===== src/rtl/pwr_evt_pkg.sv =====
// Shared types for the wake/interrupt dispatcher.
// Assumes: the mode encoding is visible at the top port, so values are fixed.
package pwr_evt_pkg;
    typedef enum logic [1:0] {
        PM_RUN   = 2'd0,
        PM_IDLE  = 2'd1,
        PM_SLEEP = 2'd2
    } pmode_t;
endpackage


===== src/rtl/pwr_evt_lane.sv =====
// One source's decision slice: combines its event with its enables and the
// current mode into three votes (set flag, wake, ask for the vector).
// Assumes: evt is a single-cycle strobe; the vote is gated later by the mode FSM.
module pwr_evt_lane
    import pwr_evt_pkg::*;
#(
    parameter bit CAN_IDLE  = 1'b1,
    parameter bit CAN_SLEEP = 1'b1
) (
    input  pmode_t mode,
    input  logic   evt,
    input  logic   wake_en,
    input  logic   irq_en,
    input  logic   gie,
    output logic   set_flag,
    output logic   wake,
    output logic   ask_vec
);
    logic wake_ok;

    // Purpose: can this source end the present low-power mode at all.
    always_comb begin
        unique case (mode)
            PM_IDLE:  wake_ok = CAN_IDLE;
            PM_SLEEP: wake_ok = CAN_SLEEP;
            default:  wake_ok = 1'b0;
        endcase
    end

    // Purpose: produce the three per-source votes.
    always_comb begin
        set_flag = evt & irq_en;
        wake     = evt & wake_en & wake_ok;
        ask_vec  = evt & irq_en & gie;
    end
endmodule


===== src/rtl/pwr_pend_bank.sv =====
// Pending flag register bank: set by qualified events, cleared by core writes.
// Assumes: set wins over a same-cycle clear.
module pwr_pend_bank #(
    parameter int N = 3
) (
    input  logic         clk,
    input  logic         rst_n,
    input  logic [N-1:0] set,
    input  logic [N-1:0] clr,
    output logic [N-1:0] pend
);
    logic past_ok;

    // Purpose: hold, clear and set the flags.
    always_ff @(posedge clk) begin
        if (!rst_n) pend <= '0;
        else        pend <= (pend & ~clr) | set;
    end

    // Purpose: marks that one cycle of history exists since reset.
    always_ff @(posedge clk) begin
        if (!rst_n) past_ok <= 1'b0;
        else        past_ok <= 1'b1;
    end

    for (genvar i = 0; i < N; i++) begin : g_chk
        // an uncleared flag stays set
        a_r4_flag_hold: assert property (@(posedge clk) disable iff (!rst_n)
            (pend[i] && !clr[i]) |=> pend[i]);
        // a qualified event always shows up as a set flag
        a_r3_flag_set: assert property (@(posedge clk) disable iff (!rst_n)
            (past_ok && $past(set[i])) |-> pend[i]);
    end
endmodule


===== src/rtl/pwr_mode_fsm.sv =====
// Mode register and redirect generator. It leaves low power on any wake or
// watchdog hit, accepts low-power entry requests only in run mode, and issues
// at most one redirect per cycle, with the reset ahead of the vector.
// Assumes: all vote inputs are already reduced over the sources.
module pwr_mode_fsm
    import pwr_evt_pkg::*;
#(
    parameter int              PC_W     = 8,
    parameter logic [PC_W-1:0] VEC_ADDR = 8'h08,
    parameter logic [PC_W-1:0] RST_ADDR = 8'h00
) (
    input  logic            clk,
    input  logic            rst_n,
    input  logic            any_wake,
    input  logic            any_vec,
    input  logic            wdt_hit,
    input  logic            req_vld,
    input  logic [1:0]      req_mode,
    output pmode_t          mode,
    output logic            wake_pulse,
    output logic            redir_pulse,
    output logic [PC_W-1:0] redir_addr,
    output logic            redir_is_rst
);
    logic   low_pwr, leave, running, do_rst, do_vec, req_ok, past_ok;
    pmode_t mode_nx;

    // Purpose: work out the outcome of this cycle.
    always_comb begin
        low_pwr = (mode != PM_RUN);
        leave   = low_pwr & (any_wake | wdt_hit);
        running = ~low_pwr | leave;
        do_rst  = wdt_hit;
        do_vec  = ~wdt_hit & any_vec & running;
        req_ok  = req_vld & ((req_mode == 2'd1) | (req_mode == 2'd2))
                  & ~low_pwr & ~do_rst & ~do_vec;
        if (leave)       mode_nx = PM_RUN;
        else if (req_ok) mode_nx = pmode_t'(req_mode);
        else             mode_nx = mode;
    end

    // Purpose: register the mode and the one-cycle strobes.
    always_ff @(posedge clk) begin
        if (!rst_n) begin
            mode         <= PM_RUN;
            wake_pulse   <= 1'b0;
            redir_pulse  <= 1'b0;
            redir_addr   <= '0;
            redir_is_rst <= 1'b0;
        end else begin
            mode         <= mode_nx;
            wake_pulse   <= leave;
            redir_pulse  <= do_rst | do_vec;
            redir_addr   <= do_rst ? RST_ADDR : (do_vec ? VEC_ADDR : '0);
            redir_is_rst <= do_rst;
        end
    end

    // Purpose: marks that one cycle of history exists since reset.
    always_ff @(posedge clk) begin
        if (!rst_n) past_ok <= 1'b0;
        else        past_ok <= 1'b1;
    end

    // the wake strobe lasts a single cycle
    a_r5_wake_single: assert property (@(posedge clk) disable iff (!rst_n)
        wake_pulse |=> !wake_pulse);
    // every return to run mode is announced by the wake strobe
    a_r5_exit_strobe: assert property (@(posedge clk) disable iff (!rst_n)
        (past_ok && mode == PM_RUN && $past(mode) != PM_RUN) |-> wake_pulse);
    // a watchdog hit always yields a reset redirect to the reset address
    a_r10_wdt_reset: assert property (@(posedge clk) disable iff (!rst_n)
        (past_ok && $past(wdt_hit)) |-> (redir_pulse && redir_is_rst && redir_addr == RST_ADDR));
    // entry to a low-power mode only ever starts from run mode
    a_r2_entry_from_run: assert property (@(posedge clk) disable iff (!rst_n)
        (past_ok && mode != PM_RUN && $past(mode) != mode) |-> ($past(mode) == PM_RUN));
endmodule


===== src/rtl/pwr_event_dispatch.sv =====
// Top of the wake-up and interrupt dispatcher. One decision lane per
// maskable source (generate), reduced into the mode FSM and the flag bank.
// Assumes: source 0 ADC done, 1 PWM period match, 2 comparator change.
module pwr_event_dispatch
    import pwr_evt_pkg::*;
#(
    parameter int                NSRC        = 3,
    parameter int                PC_W        = 8,
    parameter logic [NSRC-1:0]   IDLE_WAKE   = 3'b111,
    parameter logic [NSRC-1:0]   SLEEP_WAKE  = 3'b101,
    parameter logic [PC_W-1:0]   VEC_ADDR    = 8'h08,
    parameter logic [PC_W-1:0]   RST_ADDR    = 8'h00
) (
    input  logic            clk,
    input  logic            rst_n,
    input  logic            mode_req_vld,
    input  logic [1:0]      mode_req,
    input  logic            gie,
    input  logic [NSRC-1:0] src_evt,
    input  logic [NSRC-1:0] src_wake_en,
    input  logic [NSRC-1:0] src_irq_en,
    input  logic [NSRC-1:0] flag_clr,
    input  logic            wdt_en,
    input  logic            wdt_tmo,
    output logic [1:0]      mode,
    output logic            clk_run,
    output logic            wake_pulse,
    output logic [NSRC-1:0] pend,
    output logic            redir_pulse,
    output logic [PC_W-1:0] redir_addr,
    output logic            redir_is_rst
);
    pmode_t          mode_q;
    logic [NSRC-1:0] v_set, v_wake, v_vec;
    logic            wdt_hit, past_ok;

    for (genvar i = 0; i < NSRC; i++) begin : g_lane
        pwr_evt_lane #(
            .CAN_IDLE  (IDLE_WAKE[i]),
            .CAN_SLEEP (SLEEP_WAKE[i])
        ) u_lane (
            .mode     (mode_q),
            .evt      (src_evt[i]),
            .wake_en  (src_wake_en[i]),
            .irq_en   (src_irq_en[i]),
            .gie      (gie),
            .set_flag (v_set[i]),
            .wake     (v_wake[i]),
            .ask_vec  (v_vec[i])
        );
    end

    // Purpose: qualify the watchdog strobe.
    always_comb wdt_hit = wdt_en & wdt_tmo;

    pwr_mode_fsm #(
        .PC_W     (PC_W),
        .VEC_ADDR (VEC_ADDR),
        .RST_ADDR (RST_ADDR)
    ) u_fsm (
        .clk          (clk),
        .rst_n        (rst_n),
        .any_wake     (|v_wake),
        .any_vec      (|v_vec),
        .wdt_hit      (wdt_hit),
        .req_vld      (mode_req_vld),
        .req_mode     (mode_req),
        .mode         (mode_q),
        .wake_pulse   (wake_pulse),
        .redir_pulse  (redir_pulse),
        .redir_addr   (redir_addr),
        .redir_is_rst (redir_is_rst)
    );

    pwr_pend_bank #(.N(NSRC)) u_pend (
        .clk   (clk),
        .rst_n (rst_n),
        .set   (v_set),
        .clr   (flag_clr),
        .pend  (pend)
    );

    // Purpose: expose the mode and derive the main clock run level.
    always_comb begin
        mode    = mode_q;
        clk_run = (mode_q != PM_SLEEP);
    end

    // Purpose: marks that one cycle of history exists since reset.
    always_ff @(posedge clk) begin
        if (!rst_n) past_ok <= 1'b0;
        else        past_ok <= 1'b1;
    end

    // a vector redirect needs the global enable in the cycle before
    a_r9_vec_needs_gie: assert property (@(posedge clk) disable iff (!rst_n)
        (past_ok && redir_pulse && !redir_is_rst) |-> $past(gie));
    // with no wake enable on any event source and no watchdog, low power holds
    a_r7_no_wake_hold: assert property (@(posedge clk) disable iff (!rst_n)
        (mode_q != PM_RUN && (src_evt & src_wake_en) == '0 && !wdt_hit) |=> $stable(mode_q));
endmodule


===== config.mk =====
export PLATFORM = sky130hd
export DESIGN_NAME = pwr_event_dispatch
export DESIGN_NICKNAME = d
export VERILOG_FILES = /design/src/rtl/pwr_evt_pkg.sv /design/src/rtl/pwr_evt_lane.sv /design/src/rtl/pwr_pend_bank.sv /design/src/rtl/pwr_mode_fsm.sv /design/src/rtl/pwr_event_dispatch.sv
export SDC_FILE = /design/constraint.sdc
export NUM_CORES = 1
export LEC_CHECK = 0
export ABC_AREA = 1
export ABC_CLOCK_PERIOD_IN_PS = 3400
export CAP_MARGIN = 15
export CORE_UTILIZATION = 24
export DETAILED_ROUTE_END_ITERATION = 7
export GPL_TIMING_DRIVEN = 0
export PLACE_DENSITY = 0.56
export SLEW_MARGIN = 5
export SYNTH_ARGS = -nofsm -noshare
export SYNTH_HDL_FRONTEND = slang
export SYNTH_SLANG_ARGS = --single-unit

===== constraint.sdc =====
create_clock -name clk -period 3.4 [get_ports clk]
set_input_delay 1.02 -clock clk [delete_from_list [all_inputs] [get_ports clk]]
set_output_delay 1.02 -clock clk [all_outputs]
set_load 0.01 [all_outputs]

=== After elaboration in Yosys (flattened, before gate mapping) ===
Cells that the tools add are included.

* Register bits after elaboration: 16
* Input port bits: 20

* Eq/ne operators: 5
* Mux-type cells: 3
* Bitwise gates (word level): 31
* Reductions and logical operators: 6

{| class="wikitable"
|+ Operator list
! operator !! count
|-
| AND 1 bit || 20
|-
| OR reduction 2 bit || 3
|-
| OR reduction 3 bit || 2
|-
| == test 2 x 1 -> 1 bit, second input constant || 2
|-
| == test 2 bit, second input constant || 2
|-
| two-way mux 4 bit || 1
|-
| NOT 1 bit || 4
|-
| bitwise OR 1 bit || 4
|-
| AND 3 bit || 1
|-
| NOT 3 bit || 1
|-
| bitwise OR 3 bit || 1
|-
| two-way mux 1 bit || 2
|-
| != test 2 bit, second input constant || 1
|-
| nonzero test 2 bit || 1
|}

=== Longest topological paths before layout ===
Gate-level depths: netlist of the first run.

* Depth in word-level cells: 11
* Mapped depth: 10
* Depth with buffers taken out: 10

=== Hierarchy ===
Synthesis of the first run repeated with hierarchy kept, for this count alone.

* Cell total of the unflattened synthesis: 95
* Area total of the unflattened synthesis: 559.3 um^2

{| class="wikitable"
|+ By module, submodules not included
! module !! times used !! cells an instance !! area an instance (um^2)
|-
| pwr_mode_fsm || 1 || 41 || 296.5
|-
| pwr_pend_bank || 1 || 16 || 112.6
|-
| pwr_evt_lane at g_lane[0].u_lane ... || 2 || 10 || 40.0
|-
| pwr_event_dispatch || 1 || 10 || 37.5
|-
| pwr_evt_lane at g_lane[1].u_lane || 1 || 8 || 32.5
|}

=== Worst setup path after synthesis of the first run ===
Ideal clock, no wire load.

* Kind: reg2out
* Start point: reg u_fsm.mode[0]
* End point: out clk_run
* Data arrival time: 739 ps
* Setup slack: 1,641 ps
* Stages on the path, launching flop included: 4
* Cells stage by stage: dfxtp_1 inv_1 ha_1 inv_1

* Word-level cells in the longest chain between the ends: 1

{| class="wikitable"
|+ RTL lines
! what !! RTL line !! text
|-
| from (decl) || pwr_mode_fsm.sv:19 || <nowiki>output pmode_t mode,</nowiki>
|-
| from (signal assigned) || pwr_mode_fsm.sv:51 || <nowiki>mode <= mode_nx;</nowiki>
|-
| != test 2 bit || pwr_event_dispatch.sv:86 || <nowiki>clk_run = (mode_q != PM_SLEEP);</nowiki>
|-
| to (decl) || pwr_event_dispatch.sv:26 || <nowiki>output logic clk_run,</nowiki>
|}

Every way passes these cells.

=== Final worst setup path of the first run ===
Same ends and word-level chain as after synthesis.

==> metrics, run 1 <==
Final Max Tran Viols 0; CTS H-Tree Depth 1; Remaining Overflow, GRT 0; GRT busiest layer met2; clock-pin slew reported for the worst setup and hold paths after clock tree synthesis 60 ps; post-route clock period utilization 0.736; portion of the post-synthesis area used by sequential elements 0.365; global-route met2 utilization 0.178; CTS Buf Count 3; number of non-filler instances in the completed layout 135; Chip Height 47.4 um; share of final-layout standard cells stronger than drive strength 1 0.130; xor-xnor portion of the synthesized cell area 0.0177; # rows 16; startpoint of the worst hold path u_pend.pend[0]; n_diodes 0; worst setup slack for register-to-register paths roughly 2100 ps; Peak VDD IR 0.000137 V; Worst EP required 2380 ps; multi-input logic area 246 sq um; mux cell area share after synthesis 0; commonest non-fill, non-tap cells in the layout clkdlybuf4s50_1 (29), nand2_1 (16), inv_1 (10); area of the placeable core between 1500 and 2000 sq um; area of the die about 2200 sq um; launch point of the worst reg-to-reg path u_fsm.mode[0]; peak clock frequency supported by timing 400 MHz; area share of and/or/nand/nor cells after synthesis 0.281; power consumption approximately 280 uW; number of register bits inferred by synthesis 9; starting utilization of the core area 0.255; crit start category flip-flop; main combinational cell family by area after synthesis simple AND/OR/NAND/NOR gates; number of buffers inserted by port buffering 29; First-pass DRT Iterations 3; number of fillers in the final layout 215; Post-CTS Setup Bufs 0; type of element capturing the critical path primary output; post-detailed-route count of antenna-violating nets 0; number of max-cap violations 0; global-route track usage on met3 0.0346; wire length per cell after detailed routing 7.91 um; met1 layer usage reported by global route 0.0851; clock latency of the later-clocked register in the worst-skew pair 250 ps; FF/Latch Area 180 sq um; final setup fails 0; number of placed I/O pins 37; Placed Instances 131; number of clock sinks seen by CTS 9; total negative slack 0 ps; adder and majority cell fraction of the synthesized area 0.0759; CTS tree built; global-route wire length before repair about 1400 um; number of distinct library cells after synthesis 14; cell at the root of the clock tree clkbuf_4; most common library cell in the layout ignoring fill and taps clkdlybuf4s50_1; first-iteration detailed-routing DRC count 2; vias post-DR between 500 and 600; mean instance size in the synthesized netlist just over 7 sq um; total detailed-routing wirelength 1070 um; placed wire-length estimate after detailed placement 910 um; total number of nets in the final design 132; weighted congestion reported at the end of routability-driven placement between 0.6 and 0.7; min setup slack post-route 898 ps; reg2reg end u_fsm.mode[1]; Synthesis Warnings 0; Setup CP Type flip-flop to primary output; clock tree buffer depth 2; gr usage total 0.0941; total of cells resized after clock tree synthesis 0; static leakage power about 0.00041 uW; # DRC 0; via count of the first global-routing pass 390; crit path max fanout 4; instance count of the mapped netlist 69; Hold Path Class flip-flop to flip-flop; power density relative to cell area 325 nW/um^2; result of the run finished, final reports clean; post-placement worst setup slack 1150 ps; most area-consuming cells after synthesis dfxtp_1 (36%), nand2_1 (12%), buf_4 (11%), ha_1 (7.6%), inv_1 (7.6%); r2r worst-path depth 8; maximum number of pins on one net before global-route repair 9; die width between 40 and 50 um; CP Data Arrival Time ~1500 ps; RSZ-0062 raised after global routing no; clock skew after layout 5.12 ps; shortest clock period the worst path allows after layout 2500 ps; number of buffers added to fix hold violations after cts 0; endpoint with the worst hold slack u_pend.pend[0]; vias per std cell 3.84; area grow syn2layout 75.4%; cell count of the worst hold path 2; final hold vios 0; Hold Worst Slack between 400 and 500 ps; compound-cell area share of the yosys netlist 0.0709; area fraction of the dominant cell type after synthesis 0.365; antenna violations before repair 0; cell taking the most area after synthesis dfxtp_1; post-synthesis instance area 494 sq um
[registers in the layout, indices dropped and copies added, names as in the netlist]
register	flops
u_pend.pend	3
u_fsm.mode	2
u_fsm.redir_addr	1
u_fsm.redir_is_rst	1
u_fsm.redir_pulse	1
u_fsm.wake_pulse	1
[power breakdown]
part | internal (uW) | switching [uW] | leakage [uW]
clock | 45.1 | 35.8 | 0.0000150
combinational | 49.6 | 35.3 | 0.000317
sequential | 112 | 3.88 | 0.0000739
[synthesized netlist by cell type]
library cell,number
xnor2_1,1
and2_1,1
nand2_2,2
a21oi_1,7
nor2_2,1
nand2_1,16
ha_1,3
nand3_1,5
dfxtp_1,9
nand3_2,1
buf_4,7
inv_1,10
nor2_1,5
conb_1,1
[per-stage QoR]
stage          area [sq um]  utilization
2_1_floorplan           517            -
3_3_place_gp            841        0.433
3_5_place_dp            841        0.433
4_1_cts                 867        0.447
5_1_grt                 867        0.447
6_report                867        0.447
[cell families after synthesis]
| family | count (synthesis) |
|---|---|
| buffers and inverters | 17 |
| adders and majority gates | 3 |
| and+or+nand+nor | 31 |
| AOI/OAI and AO/OA | 7 |
| xor gates and xnor gates | 1 |
| DFF | 9 |
| other | 1 |
[worst max-delay path, stage by stage, from the launching register on]
cell and delay (ps):
dfxtp_1 390, inv_1 80, ha_1 190, inv_1 50, clkdlybuf4s50_1 520
[worst max path at each step]
stage	startpoint	endpoint	cells after the start
5_1_grt	u_fsm.mode[0]	clk_run	4
4_1_cts	u_fsm.mode[0]	clk_run	4
3_3_place_gp	u_fsm.mode[0]	clk_run	4
6_report	u_fsm.mode[0]	clk_run	4
2_1_floorplan	u_fsm.mode[0]	clk_run	3
3_5_place_dp	wdt_tmo	u_fsm.mode[1]	9
[area by class of cell]
type / instances / area share
Sequential cell: 9 / 0.208
Clock buffer: 4 / 0.0303
Timing Repair Buffer: 29 / 0.335
Multi-Input combinational cell: 49 / 0.284
Buffer: 7 / 0.0606
Inverter: 10 / 0.0433
Tap cell: 27 / 0.0390
[layer usage]
layer,part of all wire,vias to the layer above
li1,-,277
met1,0.42,215
met2,0.47,25
met3,0.10,2
met4,0.0056,0
met5,0,-
Note: power is estimated with default switching activity, not from simulation.
==> run 2, diff against run 1 <==
--- a/config.mk
+++ b/config.mk
@@ -6,7 +6,7 @@
 export NUM_CORES = 1
 export LEC_CHECK = 0
 export ABC_AREA = 1
-export ABC_CLOCK_PERIOD_IN_PS = 3400
+export ABC_CLOCK_PERIOD_IN_PS = 2400
 export CAP_MARGIN = 15
 export CORE_UTILIZATION = 24
 export DETAILED_ROUTE_END_ITERATION = 7
==> constraint.sdc (replaced) <==
create_clock -name clk -period 2.4 [get_ports clk]
set_input_delay 0.72 -clock clk [delete_from_list [all_inputs] [get_ports clk]]
set_output_delay 0.72 -clock clk [all_outputs]
set_load 0.01 [all_outputs]
==> results of run 2 <==
The final DEF is identical to that of run 1. Status: finished, final reports clean.
Main changes from that run: setup slack after placement 1150 ps -> 450 ps; setup slack after layout 898 ps -> 198 ps; register-to-register setup slack 2060 ps -> 1060 ps; total power 282 uW -> 399 uW; worst IR drop on VDD 0.000137 V -> 0.000195 V
